[src/rtl/join_write_pkg.sv]
// Shared types for the address/data join write controller.
// Assumes: no other block defines these names.
package join_write_pkg;
    // Controller phase.
    typedef enum logic [1:0] {
        PH_COLLECT = 2'd0,
        PH_STROBE  = 2'd1,
        PH_WAIT    = 2'd2
    } jw_phase_e;
endpackage

[src/rtl/jw_capture.sv]
// Holds the address and data halves of a pair with a captured flag each.
// The first event of each kind is kept; repeats are ignored until clear.
// Assumes: clr has priority over capture; en is low outside collection.
module jw_capture #(
    parameter int AW = 16,
    parameter int DW = 32
) (
    input  logic          clk,
    input  logic          rst_n,
    input  logic          en,
    input  logic          clr,
    input  logic          addr_vld,
    input  logic [AW-1:0] addr_in,
    input  logic          data_vld,
    input  logic [DW-1:0] data_in,
    output logic          have_addr,
    output logic          have_data,
    output logic [AW-1:0] addr_q,
    output logic [DW-1:0] data_q,
    output logic          pair_done
);
    logic take_addr, take_data;

    // Decide which halves are accepted this cycle.
    always_comb begin
        take_addr = en && addr_vld && !have_addr;
        take_data = en && data_vld && !have_data;
        pair_done = en && (have_addr || addr_vld) && (have_data || data_vld);
    end

    // Capture flags and values.
    always_ff @(posedge clk) begin
        if (!rst_n) begin
            have_addr <= 1'b0;
            have_data <= 1'b0;
            addr_q    <= '0;
            data_q    <= '0;
        end else if (clr) begin
            have_addr <= 1'b0;
            have_data <= 1'b0;
        end else begin
            if (take_addr) begin
                have_addr <= 1'b1;
                addr_q    <= addr_in;
            end
            if (take_data) begin
                have_data <= 1'b1;
                data_q    <= data_in;
            end
        end
    end
endmodule

[src/rtl/jw_latency_timer.sv]
// Down-counter for the write latency wait; expire is high in the last wait cycle.
// Assumes: load is raised only with a nonzero load_val; abort wins over load.
module jw_latency_timer #(
    parameter int LW = 8
) (
    input  logic          clk,
    input  logic          rst_n,
    input  logic          load,
    input  logic          abort,
    input  logic [LW-1:0] load_val,
    output logic          expire
);
    localparam logic [LW-1:0] ONE = LW'(1);
    logic [LW-1:0] cnt_q;

    // Load, count down or abort the remaining wait.
    always_ff @(posedge clk) begin
        if (!rst_n)               cnt_q <= '0;
        else if (abort)           cnt_q <= '0;
        else if (load)            cnt_q <= load_val;
        else if (cnt_q != '0)     cnt_q <= cnt_q - ONE;
    end

    // Final wait cycle indicator.
    always_comb expire = (cnt_q == ONE);
endmodule

[src/rtl/join_write_ctrl.sv]
// Top of the address/data join write controller: collect both halves in any
// order, strobe once, wait lat_cnt cycles, loop; restart preempts every phase.
// Assumes: restart is synchronous to clk; lat_cnt is stable in the strobe cycle.
module join_write_ctrl
    import join_write_pkg::*;
#(
    parameter int AW = 16,
    parameter int DW = 32,
    parameter int LW = 8
) (
    input  logic          clk,
    input  logic          rst_n,
    input  logic          addr_vld,
    input  logic [AW-1:0] addr_in,
    input  logic          data_vld,
    input  logic [DW-1:0] data_in,
    input  logic [LW-1:0] lat_cnt,
    input  logic          restart,
    output logic          wr_stb,
    output logic [AW-1:0] wr_addr,
    output logic [DW-1:0] wr_data,
    output logic          busy
);
    jw_phase_e phase_q, phase_d;
    logic      cap_en, cap_clr, pair_done, have_addr, have_data;
    logic      tmr_load, tmr_expire, lat_zero;

    // Capture control derived from phase and restart.
    always_comb begin
        cap_en   = (phase_q == PH_COLLECT) && !restart;
        cap_clr  = restart || (phase_q == PH_STROBE);
        lat_zero = (lat_cnt == '0);
        tmr_load = (phase_q == PH_STROBE) && !restart && !lat_zero;
    end

    jw_capture #(.AW(AW), .DW(DW)) u_capture (
        .clk       (clk),
        .rst_n     (rst_n),
        .en        (cap_en),
        .clr       (cap_clr),
        .addr_vld  (addr_vld),
        .addr_in   (addr_in),
        .data_vld  (data_vld),
        .data_in   (data_in),
        .have_addr (have_addr),
        .have_data (have_data),
        .addr_q    (wr_addr),
        .data_q    (wr_data),
        .pair_done (pair_done)
    );

    jw_latency_timer #(.LW(LW)) u_timer (
        .clk      (clk),
        .rst_n    (rst_n),
        .load     (tmr_load),
        .abort    (restart),
        .load_val (lat_cnt),
        .expire   (tmr_expire)
    );

    // Next phase, with restart preempting every phase.
    always_comb begin
        phase_d = phase_q;
        if (restart) begin
            phase_d = PH_COLLECT;
        end else begin
            unique case (phase_q)
                PH_COLLECT: if (pair_done) phase_d = PH_STROBE;
                PH_STROBE:  phase_d = lat_zero ? PH_COLLECT : PH_WAIT;
                PH_WAIT:    if (tmr_expire) phase_d = PH_COLLECT;
                default:    phase_d = PH_COLLECT;
            endcase
        end
    end

    // Phase register.
    always_ff @(posedge clk) begin
        if (!rst_n) phase_q <= PH_COLLECT;
        else        phase_q <= phase_d;
    end

    // Outputs: strobe suppressed by a coincident restart.
    always_comb begin
        wr_stb = (phase_q == PH_STROBE) && !restart;
        busy   = (phase_q != PH_COLLECT);
    end
endmodule

[config.mk]
export PLATFORM = sky130hd
export DESIGN_NAME = join_write_ctrl
export DESIGN_NICKNAME = d
export VERILOG_FILES = /design/src/rtl/join_write_pkg.sv /design/src/rtl/jw_capture.sv /design/src/rtl/jw_latency_timer.sv /design/src/rtl/join_write_ctrl.sv
export SDC_FILE = /design/constraint.sdc
export NUM_CORES = 1
export LEC_CHECK = 0
export BUFFER_PORTS_ARGS = -buffer_cell sky130_fd_sc_hd__buf_4
export CORE_UTILIZATION = 25
export DETAILED_ROUTE_END_ITERATION = 8
export PLACE_DENSITY_LB_ADDON = 0.1
export SLEW_MARGIN = 20
export SYNTH_ARGS = -nofsm -noshare
export SYNTH_HDL_FRONTEND = slang
export SYNTH_HIERARCHICAL = 1
export SYNTH_SLANG_ARGS = --single-unit
[constraint.sdc]
create_clock -name clk -period 2.6 [get_ports clk]
set_input_delay 0.52 -clock clk [delete_from_list [all_inputs] [get_ports clk]]
set_output_delay 0.52 -clock clk [all_outputs]
set_load 0.02 [all_outputs]
==> summary.md, run 1 <==
| Metric | Value |
|---|---|
| Total CTS buffers | 9 |
| Clk pwr share | 0.383 |
| Mapped cell area | approximately 0.0027 mm² |
| Share of layout cells above drive strength 1 | 0.357 |
| Max VDD drop | 0.305 mV |
| Critical Path End | u_timer/cnt_q[7]$_SDFFE_PP0P_ |
| Top-count cell post-synth | nand2_1 |
| Post-Layout Inst Area | 0.00383 mm² |
| TritonRoute pass-1 iters | 6 |
| Crit Path Max Fanout | 10 |
| Yosys top cell by area | dfxtp_1 |
| Setup bufs post-CTS | 0 |
| # rows | 37 |
| Worst R2R End | u_timer/cnt_q[7]$_SDFFE_PP0P_ |
| Area grow syn2layout | 41.8% |
| Total global-route track usage | 0.117 |
| Sequential share of power | 0.384 |
| P_sw | ~0.00074 W |
| Antenna violations before repair | 0 |
| Skew final | between 9 and 10 ps |
| Reg2Reg Launch Point | phase_q[1]$_SDFFE_PP0P_ |
| # Max-Cap Violations | 0 |
| Full die area | approximately 0.011 mm² |
| Final setup fails | 0 |
| Setup crit end kind | register |
| Ys flop type | dfxtp_1 |
| Worst path arrival time | 2320 ps |
| # H-tree levels | 3 |
| RD Place Congestion | 0.755 |
| Setup_tns | 0 ps |
| Placed inst area | roughly 0.0036 mm² |
| Hold Crit Class | in2reg |
| Final worst path period share | 0.794 |
| Initial DRC count | 87 |
| Mapped Cells | 291 |
| DPL Wire Length | 4450 µm |
| CTS tree | yes |
| WP data required | 2860 ps |
| Clock slew at reported path FFs | ~70 ps |
| Pint | approximately 0.0020 W |
| Clock tree buffer depth | 2 |
| Number of synthesized flops with an enable pin | 0 |
| Combinational power share | 0.233 |
| Status | finished clean |
| Commonest cells post-synth | 101 x nand2_1, 60 x dfxtp_1, 50 x mux2i_1 |
| Critical path class | reg2reg |
| Largest net degree at the start of global routing | 51 |
| Post-route insts no fill | 539 |
| Leak Pwr | roughly 1.7 nW |
| Die Span X | 106 µm |
| Synth cell types | 36 |
| YS warnings | 6 |
| Worst-margin pin slew | 841 ps |
| Cts hold-fix bufs | 0 |
| Leading post-synthesis cells by cell area | dfxtp_1 44%, mux2i_1 19%, nand2_1 14% |
| Placed insts | between 500 and 600 |
| Avg Inst Size Synth | ~9.3 µm² |
| Slew HR | 0.435 |
| Final-report hold violation count | 0 |
| Routed len/inst | roughly 12 µm |
| Final core utilization | 0.367 |
| Final WL | about 6200 µm |
| Reg-to-reg slack, setup | 540 ps |
| Fill cells | 1099 |
| Setup crit start kind | register |
| First-pass GRT wire length | 10100 µm |
| Detail Route Antenna Nets | 0 |
| GRT overflow | 0 |
| I/O pins | 111 |
| Max-slew violations | 0 |
| Synth async-reset ratio | 0 |
| Sequential-to-total area share from yosys stat | 0.445 |
| Top-area cell type share of the netlist area | 0.445 |
| PwrDens | slightly above 700 mW/mm² |
| Fmax | about 0.48 GHz |
| Port Buffer Count | 110 |
| Ant. Diodes | 0 |
| Post-synth net total | between 300 and 400 |
| Core area | 0.0104 mm² |
| Clock latency on the worst-skew pair | roughly 340 ps |
| Via count | around 2200 |
| DR vias/cell | roughly 4.1 |
| DRC viols | 0 |
| Vias in the first global route | 2069 |
| Final worst path period need | 2060 ps |
| Die Y | about 110 µm |
| CTS resizes | 0 |
| Worst R2R Path Depth | 6 |
| CTS Root Cell | clkbuf_8 |
| Nets@finish | 462 |
| Sw Share | 0.270 |
| Starting Density | 0.259 |
| Launch point of the worst path | phase_q[1]$_SDFFE_PP0P_ |
| Clk sinks | 60 |
| #FFs+latches synth | 60 |
| RSZ-0062 raised after global routing | false |
==> power groups by stage <==
stage,Sequential [W],Clock (W),Combinational [W]
finish,0.00105,0.00105,0.000637
global route,0.00106,0.00115,0.000706
CTS,0.00105,0.00110,0.000647
detailed placement,0.00107,0,0.000641
global placement,0.00107,0,0.000648
floorplan,0.00109,0,0.000437
==> cell families after synthesis <==
| group | Yosys count | synth area share |
|---|---|---|
| compound gates | 12 | 0.0348 |
| xor+xnor | 6 | 0.0195 |
| fa+ha+maj | 3 | 0.0139 |
| flops | 60 | 0.445 |
| mux | 50 | 0.185 |
| simple gates | 138 | 0.236 |
| buf+inv | 22 | 0.0653 |
==> through the flow <==
step | hold WS (ps) | setup slack (ps) | power, W
floorplan | 452 | 601 | 0.00153
global placement | 442 | 311 | 0.00172
detailed placement | 448 | 252 | 0.00171
CTS | 408 | 501 | 0.00279
global route | 392 | 316 | 0.00291
finish | 425 | 536 | 0.00274
==> registers in the layout (all words and copies together) (netlist names) <==
signal	cells
u_timer/cnt_q	8
u_capture/data_q	32
u_capture/have_addr	1
phase_q	2
u_capture/have_data	1
u_capture/addr_q	16
==> cell type report <==
class / instances / area, µm² / share of cell area
clock buffer: 12 / 155 / 0.0405
clock inverter: 4 / 95.1 / 0.0248
inverter: 4 / 15.0 / 0.00392
multi-input combinational: 209 / 1320 / 0.346
sequential: 60 / 1200 / 0.314
tap: 136 / 170 / 0.0445
timing repair buffer: 114 / 868 / 0.227
==> metal layers <==
layer	track usage	part of all wire
met5	0	0
met4	0.0496	0.014
met3	0.0448	0.062
met2	0.178	0.44
met1	0.147	0.48
==> layout by cell type, fill, tap and decap left out, types with 2 or more instances in the layout <==
cell       synthesis  final
nand2_1          101    101
mux2i_1           50     50
a21oi_1            5      5
a211oi_2           3      3
dfxtp_1           60     60
nand2b_1           3      3
inv_1              3      3
nor3_1             2      2
clkbuf_8           0     11
buf_4              1    113
bufinv_16          0      3
nand2b_2           2      2
ha_1               3      3
xor2_1             3      3
and4bb_2           1      2
nor2_1            16     16
xnor2_1            3      3
==> critical path: stages (launching register included) <==
cell	delay, ps
dfxtp_1	310
nand2b_1	190
nor3_1	700
inv_2	260
nand4_2	190
nand2b_2	140
a211oi_2	200
==> worst min-delay path by stage <==
| stage | startpoint | endpoint | slack [ps] | cells after the start |
|---|---|---|---|---|
| 6_report | data_in[24] | u_capture/data_q[24]$_SDFFE_PN0P_ | 420 | 3 |
| 5_1_grt | addr_in[1] | u_capture/addr_q[1]$_SDFFE_PN0P_ | 390 | 3 |
| 4_1_cts | data_in[22] | u_capture/data_q[22]$_SDFFE_PN0P_ | 410 | 3 |
| 3_5_place_dp | u_capture/data_q[12]$_SDFFE_PN0P_ | u_capture/data_q[12]$_SDFFE_PN0P_ | 450 | 2 |
| 3_3_place_gp | u_capture/data_q[22]$_SDFFE_PN0P_ | u_capture/data_q[22]$_SDFFE_PN0P_ | 440 | 2 |
| 2_1_floorplan | u_capture/have_data$_SDFFE_PP0P_ | u_capture/have_data$_SDFFE_PP0P_ | 450 | 2 |
Power figures use the tool's default switching activity.
==> inputs of run 2 (changes only) <==
==> constraint.sdc (replaced) <==
create_clock -name clk -period 2.1 [get_ports clk]
set_input_delay 0.42 -clock clk [delete_from_list [all_inputs] [get_ports clk]]
set_output_delay 0.42 -clock clk [all_outputs]
set_load 0.02 [all_outputs]
==> run 2 against run 1 <==
- clock power up 9.5%
- sequential cell count did not move
- wire length increased by 2.8%
- cell area decreased by 0.49%
- die area is the same
- global-route usage is 0.39 points higher
- critical path depth is the same
- critical path type unchanged
- critical endpoint unchanged
- largest cell class unchanged
==> summary.md, run 2 (synthesis gave the netlist of run 1 again) <==
| Metric | Value |
|---|---|
| Share of layout cells above drive strength 1 | 0.360 (was 0.357) |
| Largest net degree at the start of global routing | 51 (unchanged) |
| Largest Register | u_capture/data_q (unchanged) |
| Vias in the first global route | 2275 (was 2069) |
| Area grow syn2layout | 41.1% (was 41.8%) |
| Full die area | 0.0112 mm² (unchanged) |
| Setup_tns | 0 ps (unchanged) |
| Die Span X | 106 µm (unchanged) |
| Max reg flops | 32 (unchanged) |
| Worst path arrival time | 2120 ps (was 2320 ps) |
| # H-tree levels | 3 (unchanged) |
| Most common cell after layout, fill and taps aside | buf_4 (unchanged) |
| CP max stage cell | nor3_1 (unchanged) |
| First-pass GRT wire length | 10600 µm (was 10100 µm) |
| CTS tree | yes (unchanged) |
| Initial DRC count | 67 (was 87) |
| DPL Wire Length | 4560 µm (was 4450 µm) |
| # rows | 37 (unchanged) |
| Max-slew violations | 0 (unchanged) |
| Post-route insts no fill | 541 (was 539) |
| RD Place Congestion | 0.743 (was 0.755) |
| Placed insts | 525 (was 523) |
| DR vias/cell | 4.25 (was 4.15) |
| Routed len/inst | 11.8 µm (was 11.5 µm) |
| Crit Path Max Fanout | 8 (was 10) |
| Setup crit start kind | register (unchanged) |
| Max VDD drop | 0.385 mV (was 0.305 mV) |
| Most frequent cells in the layout | 115 x buf_4, 101 x nand2_1, 60 x dfxtp_1, 50 x mux2i_1, 16 x nor2_1 (was 113 x buf_4, 101 x nand2_1, 60 x dfxtp_1, 50 x mux2i_1, 16 x nor2_1) |
| Die Y | 106 µm (unchanged) |
| Clk sinks | 60 (unchanged) |
| RSZ-0062 raised after global routing | false (unchanged) |
| Final worst path period need | 1860 ps (was 2060 ps) |
| Worst-margin pin slew | 819 ps (was 841 ps) |
| Core area | 0.0104 mm² (unchanged) |
| Port Buffer Count | 110 (unchanged) |
| GRT overflow | 0 (unchanged) |
| Final setup fails | 0 (unchanged) |
| I/O pins | 111 (unchanged) |
| Critical path's largest stage delay | 690 ps (was 700 ps) |
| Final-report hold violation count | 0 (unchanged) |
| Skew final | 11.1 ps (was 9.39 ps) |
| Via count | 2298 (was 2235) |
| Final worst path period share | 0.886 (was 0.794) |
| Starting Density | 0.259 (unchanged) |
| TritonRoute pass-1 iters | 5 (was 6) |
| Fill cells | 1104 (was 1099) |
| Ant. Diodes | 0 (unchanged) |
| Worst path cell trace | nand2b_1 > nor3_1 > inv_2 > nand4_2 > nand2b_2 > a211oi_2 (unchanged) |
| Clock latency on the worst-skew pair | 340 ps (about the same) |
| Final core utilization | 0.366 (was 0.367) |
| Largest regs | u_capture/data_q (32), u_capture/addr_q (16), u_timer/cnt_q (8) (unchanged) |
| WP data required | 2360 ps (was 2860 ps) |
| Final WL | 6400 µm (was 6220 µm) |
| Nets@finish | 464 (was 462) |
| Setup bufs post-CTS | 0 (unchanged) |
| Critical path class | reg2reg (unchanged) |
| Hold Crit Class | in2reg (unchanged) |
| Slew HR | 0.450 (was 0.435) |
| DRC viols | 0 (unchanged) |
| Total CTS buffers | 9 (unchanged) |
| Clock tree buffer depth | 2 (unchanged) |
| Clock slew at reported path FFs | 80 ps (was 70 ps) |
| Antenna violations before repair | 0 (unchanged) |
| Detail Route Antenna Nets | 0 (unchanged) |
| Cts hold-fix bufs | 0 (unchanged) |
| PwrDens | 851 mW/mm² (was 715 mW/mm²) |
| Total global-route track usage | 0.121 (was 0.117) |
| Setup crit end kind | register (unchanged) |
| Leak Pwr | 1.64 nW (was 1.66 nW) |
| CTS Root Cell | clkbuf_8 (unchanged) |
| Fmax | 0.538 GHz (was 0.485 GHz) |
| CTS resizes | 0 (unchanged) |
| Status | finished clean (unchanged) |
| # Max-Cap Violations | 0 (unchanged) |
-- run 2: worst max-delay path: cells and delay by family, from the launching register on --
family | cells | cell delay (ps)
simple gates | 4 | 1170
flops | 1 | 310
compound gates | 1 | 210
buf+inv | 1 | 90
-- run 2: power breakdown --
part / leakage (nW) / internal (W) / switching (W)
Sequential: 0.488 / 0.00122 / 0.0000839
Clock: 0.102 / 0.000668 / 0.000482
Combinational: 1.05 / 0.000404 / 0.000387
Total: 1.64 / 0.00229 / 0.000953
-- run 2: cell type report --
type | instances | area (µm²) | area share
Clock buffer | 10 | 128 | 0.0335
Clock inverter | 6 | 88.8 | 0.0233
Inverter | 4 | 15.0 | 0.00394
Timing Repair Buffer | 116 | 883 | 0.232
Multi-Input combinational cell | 209 | 1320 | 0.347
Sequential cell | 60 | 1200 | 0.315
Tap cell | 136 | 170 | 0.0447
-- run 2: per-layer routing --
layer	part of all wire	GRT usage	vias up	routed length, µm
met5	0	0	-	0
met4	0.015	0.0595	0	95
met3	0.060	0.0349	10	387
met2	0.46	0.197	72	2920
met1	0.47	0.145	1041	3000
li1	-	-	1175	-
-- run 2: worst paths after layout --
check / startpoint / end / slack (ps) / depth (start not counted)
worst max-delay path: phase_q[1]$_SDFFE_PP0P_ / u_timer/cnt_q[7]$_SDFFE_PP0P_ / 240 / 6
worst max register to register: phase_q[1]$_SDFFE_PP0P_ / u_timer/cnt_q[7]$_SDFFE_PP0P_ / 240 / 6
worst min-delay path: addr_in[2] / u_capture/addr_q[2]$_SDFFE_PN0P_ / 330 / 3
worst min register to register: u_capture/data_q[4]$_SDFFE_PN0P_ / u_capture/data_q[4]$_SDFFE_PN0P_ / 460 / 2
-- run 2: per-stage QoR --
| stage | hold WS [ps] | total power, W | area, µm² | setup slack, ps |
|---|---|---|---|---|
| 2_1_floorplan | 452 | 0.00189 | 2700 | 201 |
| 3_3_place_gp | 442 | 0.00213 | 3590 | 114 |
| 3_5_place_dp | 447 | 0.00213 | 3590 | 74.3 |
| 4_1_cts | 305 | 0.00332 | 3810 | 205 |
| 5_1_grt | 303 | 0.00346 | 3810 | 30.5 |
| 6_report | 329 | 0.00324 | 3810 | 240 |
==> inputs of run 3 (changes only) <==
--- a/config.mk
+++ b/config.mk
@@ -6,7 +6,9 @@
 export NUM_CORES = 1
 export LEC_CHECK = 0
 export BUFFER_PORTS_ARGS = -buffer_cell sky130_fd_sc_hd__buf_4
-export CORE_UTILIZATION = 25
+export CAP_MARGIN = 20
+export CORE_ASPECT_RATIO = 0.6
+export CORE_UTILIZATION = 45
 export DETAILED_ROUTE_END_ITERATION = 8
 export PLACE_DENSITY_LB_ADDON = 0.1
 export SLEW_MARGIN = 20
==> run 3 against run 2 <==
- sequential power hardly changed
- sequential share of layout area rose by 0.55 points
- register-to-register slack is essentially flat
- combinational power up 2%
- clock skew shrank 3.7 ps
- global-route usage up 6.9 points
- cell area down 1.7%
- largest cell class unchanged
- die area decreased by 44%
- highest routed layer unchanged
- critical endpoint unchanged
- total power is 2.0% lower
- cell count shrank 11%
- sequential cell count stayed put
- critical path depth unchanged
==> summary.md, run 3 (synthesis gave the netlist of run 1 again) <==
| Metric | Value |
|---|---|
| Via count | 2266 (was 2298) |
| # rows | 21 (was 37) |
| Vias in the first global route | 2009 (was 2275) |
| GRT overflow | 0 (unchanged) |
| Status | finished clean (unchanged) |
| Detail Route Antenna Nets | 0 (unchanged) |
| Largest Register | u_capture/data_q (unchanged) |
| Setup bufs post-CTS | 0 (unchanged) |
| Nets@finish | 462 (was 464) |
| Ant. Diodes | 0 (unchanged) |
| Routed len/inst | 12.2 µm (was 11.8 µm) |
| Sequential share of power | 0.411 (was 0.401) |
| Antenna violations before repair | 0 (unchanged) |
| Worst R2R End | u_timer/cnt_q[7]$_SDFFE_PP0P_ (unchanged) |
| DRC viols | 0 (unchanged) |
| Cts hold-fix bufs | 0 (unchanged) |
| Slew HR | 0.453 (was 0.450) |
| # H-tree levels | 3 (unchanged) |
| Fill cells | 496 (was 1104) |
| Final worst path period need | 1850 ps (was 1860 ps) |
| Worst R2R Path Depth | 6 (unchanged) |
| Reg2Reg Launch Point | phase_q[1]$_SDFFE_PP0P_ (unchanged) |
| Clock slew at reported path FFs | 70 ps (was 80 ps) |
| Port Buffer Count | 110 (unchanged) |
| Hold Crit Class | in2reg (unchanged) |
| Setup crit end kind | register (unchanged) |
| Max-slew violations | 0 (unchanged) |
| Crit Path Max Fanout | 8 (unchanged) |
| Worst hold margin | 332 ps (was 329 ps) |
| Starting Density | 0.476 (was 0.259) |
| HP Start | addr_in[8] (was addr_in[2]) |
| Sw Share | 0.295 (was 0.294) |
| P_sw | 0.000938 W (was 0.000953 W) |
| DPL Wire Length | 4200 µm (was 4560 µm) |
| CTS Root Cell | clkbuf_8 (unchanged) |
| WP data required | 2360 ps (about the same) |
| Setup_tns | 0 ps (unchanged) |
| Clock latency on the worst-skew pair | 340 ps (about the same) |
| Final worst path period share | 0.880 (was 0.886) |
| # Max-Cap Violations | 0 (unchanged) |
| Die Y | 62 µm (was 106 µm) |
| First-pass GRT wire length | 8940 µm (was 10600 µm) |
| Sequential cell area | 0.00120 mm² (unchanged) |
| Multi-input gate area | 0.00132 mm² (unchanged) |
| CTS tree | yes (unchanged) |
| Most common cell after layout, fill and taps aside | buf_4 (unchanged) |
| Core area | 0.00568 mm² (was 0.0104 mm²) |
| Max reg flops | 32 (unchanged) |
| Reg-to-reg slack, setup | 250 ps (was 240 ps) |
| RD Place Congestion | 0.789 (was 0.743) |
| Total global-route track usage | 0.190 (was 0.121) |
| Share of layout cells above drive strength 1 | 0.360 (about the same) |
| Worst-margin pin slew | 814 ps (was 819 ps) |
| Area grow syn2layout | 38.6% (was 41.1%) |
| Largest regs | u_capture/data_q (32), u_capture/addr_q (16), u_timer/cnt_q (8) (unchanged) |
| Clk sinks | 60 (unchanged) |
| RSZ-0062 raised after global routing | false (unchanged) |
| CTS resizes | 0 (unchanged) |
| Full die area | 0.00632 mm² (was 0.0112 mm²) |
| Leak Pwr | 1.65 nW (was 1.64 nW) |
| DR vias/cell | 4.69 (was 4.25) |
| Max VDD drop | 0.569 mV (was 0.385 mV) |
| Fmax | 0.541 GHz (was 0.538 GHz) |
| PwrDens | 849 mW/mm² (was 851 mW/mm²) |
| Final setup fails | 0 (unchanged) |
| Skew final | 7.42 ps (was 11.1 ps) |
| WHS Path Cells | 3 (unchanged) |
| Total CTS buffers | 9 (unchanged) |
| Clock tree buffer depth | 2 (unchanged) |
| Clk pwr share | 0.337 (was 0.355) |
| Largest net degree at the start of global routing | 98 (was 51) |
| Hold Crit Endpoint | u_capture/addr_q[8]$_SDFFE_PN0P_ (was u_capture/addr_q[2]$_SDFFE_PN0P_) |
| Pint | 0.00224 W (was 0.00229 W) |
| Combinational power share | 0.252 (was 0.244) |
| Initial DRC count | 43 (was 67) |
| Final-report hold violation count | 0 (unchanged) |
| Most frequent cells in the layout | 111 x buf_4, 101 x nand2_1, 60 x dfxtp_1, 50 x mux2i_1, 16 x nor2_1 (was 115 x buf_4, 101 x nand2_1, 60 x dfxtp_1, 50 x mux2i_1, 16 x nor2_1) |
| Worst path arrival time | 2100 ps (was 2120 ps) |
| Critical path class | reg2reg (unchanged) |
| I/O pins | 111 (unchanged) |
| Final WL | 5890 µm (was 6400 µm) |
| Die Span X | 102 µm (was 106 µm) |
| TritonRoute pass-1 iters | 4 (was 5) |
| Setup crit start kind | register (unchanged) |
-- run 3: metal layers --
| layer | GRT usage | part of all wire | wire length, µm | vias up |
|---|---|---|---|---|
| met5 | 0 | 0 | 0 | - |
| met4 | 0.0490 | 0.0042 | 25 | 0 |
| met3 | 0.0906 | 0.092 | 539 | 4 |
| met2 | 0.301 | 0.43 | 2540 | 72 |
| met1 | 0.237 | 0.47 | 2780 | 1015 |
| li1 | - | - | - | 1175 |
-- run 3: power groups by stage --
stage / logic, W / registers (W) / clock network (W)
after CTS: 0.000803 / 0.00130 / 0.00110
after floorplan: 0.000541 / 0.00135 / 0
after global routing: 0.000886 / 0.00131 / 0.00116
after detailed placement: 0.000800 / 0.00133 / 0
after global placement: 0.000789 / 0.00132 / 0
final: 0.000802 / 0.00131 / 0.00107
-- run 3: how the worst max path moves through the flow --
stage	slack (ps)	depth (start not counted)	startpoint	to
after floorplan	200	8	lat_cnt[5]	u_timer/cnt_q[0]$_SDFFE_PP0P_
after global placement	100	8	lat_cnt[5]	u_timer/cnt_q[7]$_SDFFE_PP0P_
after detailed placement	80	8	lat_cnt[5]	u_timer/cnt_q[7]$_SDFFE_PP0P_
after CTS	270	6	phase_q[1]$_SDFFE_PP0P_	u_timer/cnt_q[7]$_SDFFE_PP0P_
after global routing	100	6	phase_q[1]$_SDFFE_PP0P_	u_timer/cnt_q[7]$_SDFFE_PP0P_
final	250	6	phase_q[1]$_SDFFE_PP0P_	u_timer/cnt_q[7]$_SDFFE_PP0P_
-- run 3: per-stage QoR --
stage	cells	power, W	utilization	cell area (µm²)	setup WS, ps
global placement	467	0.00211	0.622	3530	99.1
global route	483	0.00336	0.660	3740	102
CTS	483	0.00321	0.660	3740	265
floorplan	291	0.00189	-	2700	201
finish	483	0.00318	0.660	3740	253
detailed placement	467	0.00213	0.622	3530	77.2
-- run 3: cell type report --
type	count	area share
repair buffers	114	0.239
inverters	4	0.00401
well taps	80	0.0267
flip-flops and latches	60	0.321
clock inverters	5	0.0160
multi-input cells	209	0.353
clock buffers	11	0.0404
-- run 3: critical path, stage by stage, from the launching register on --
cell      delay, ps
dfxtp_1         320
nand2b_1        190
nor3_1          690
inv_2            80
nand4_2         140
nand2b_2        140
a211oi_2        210
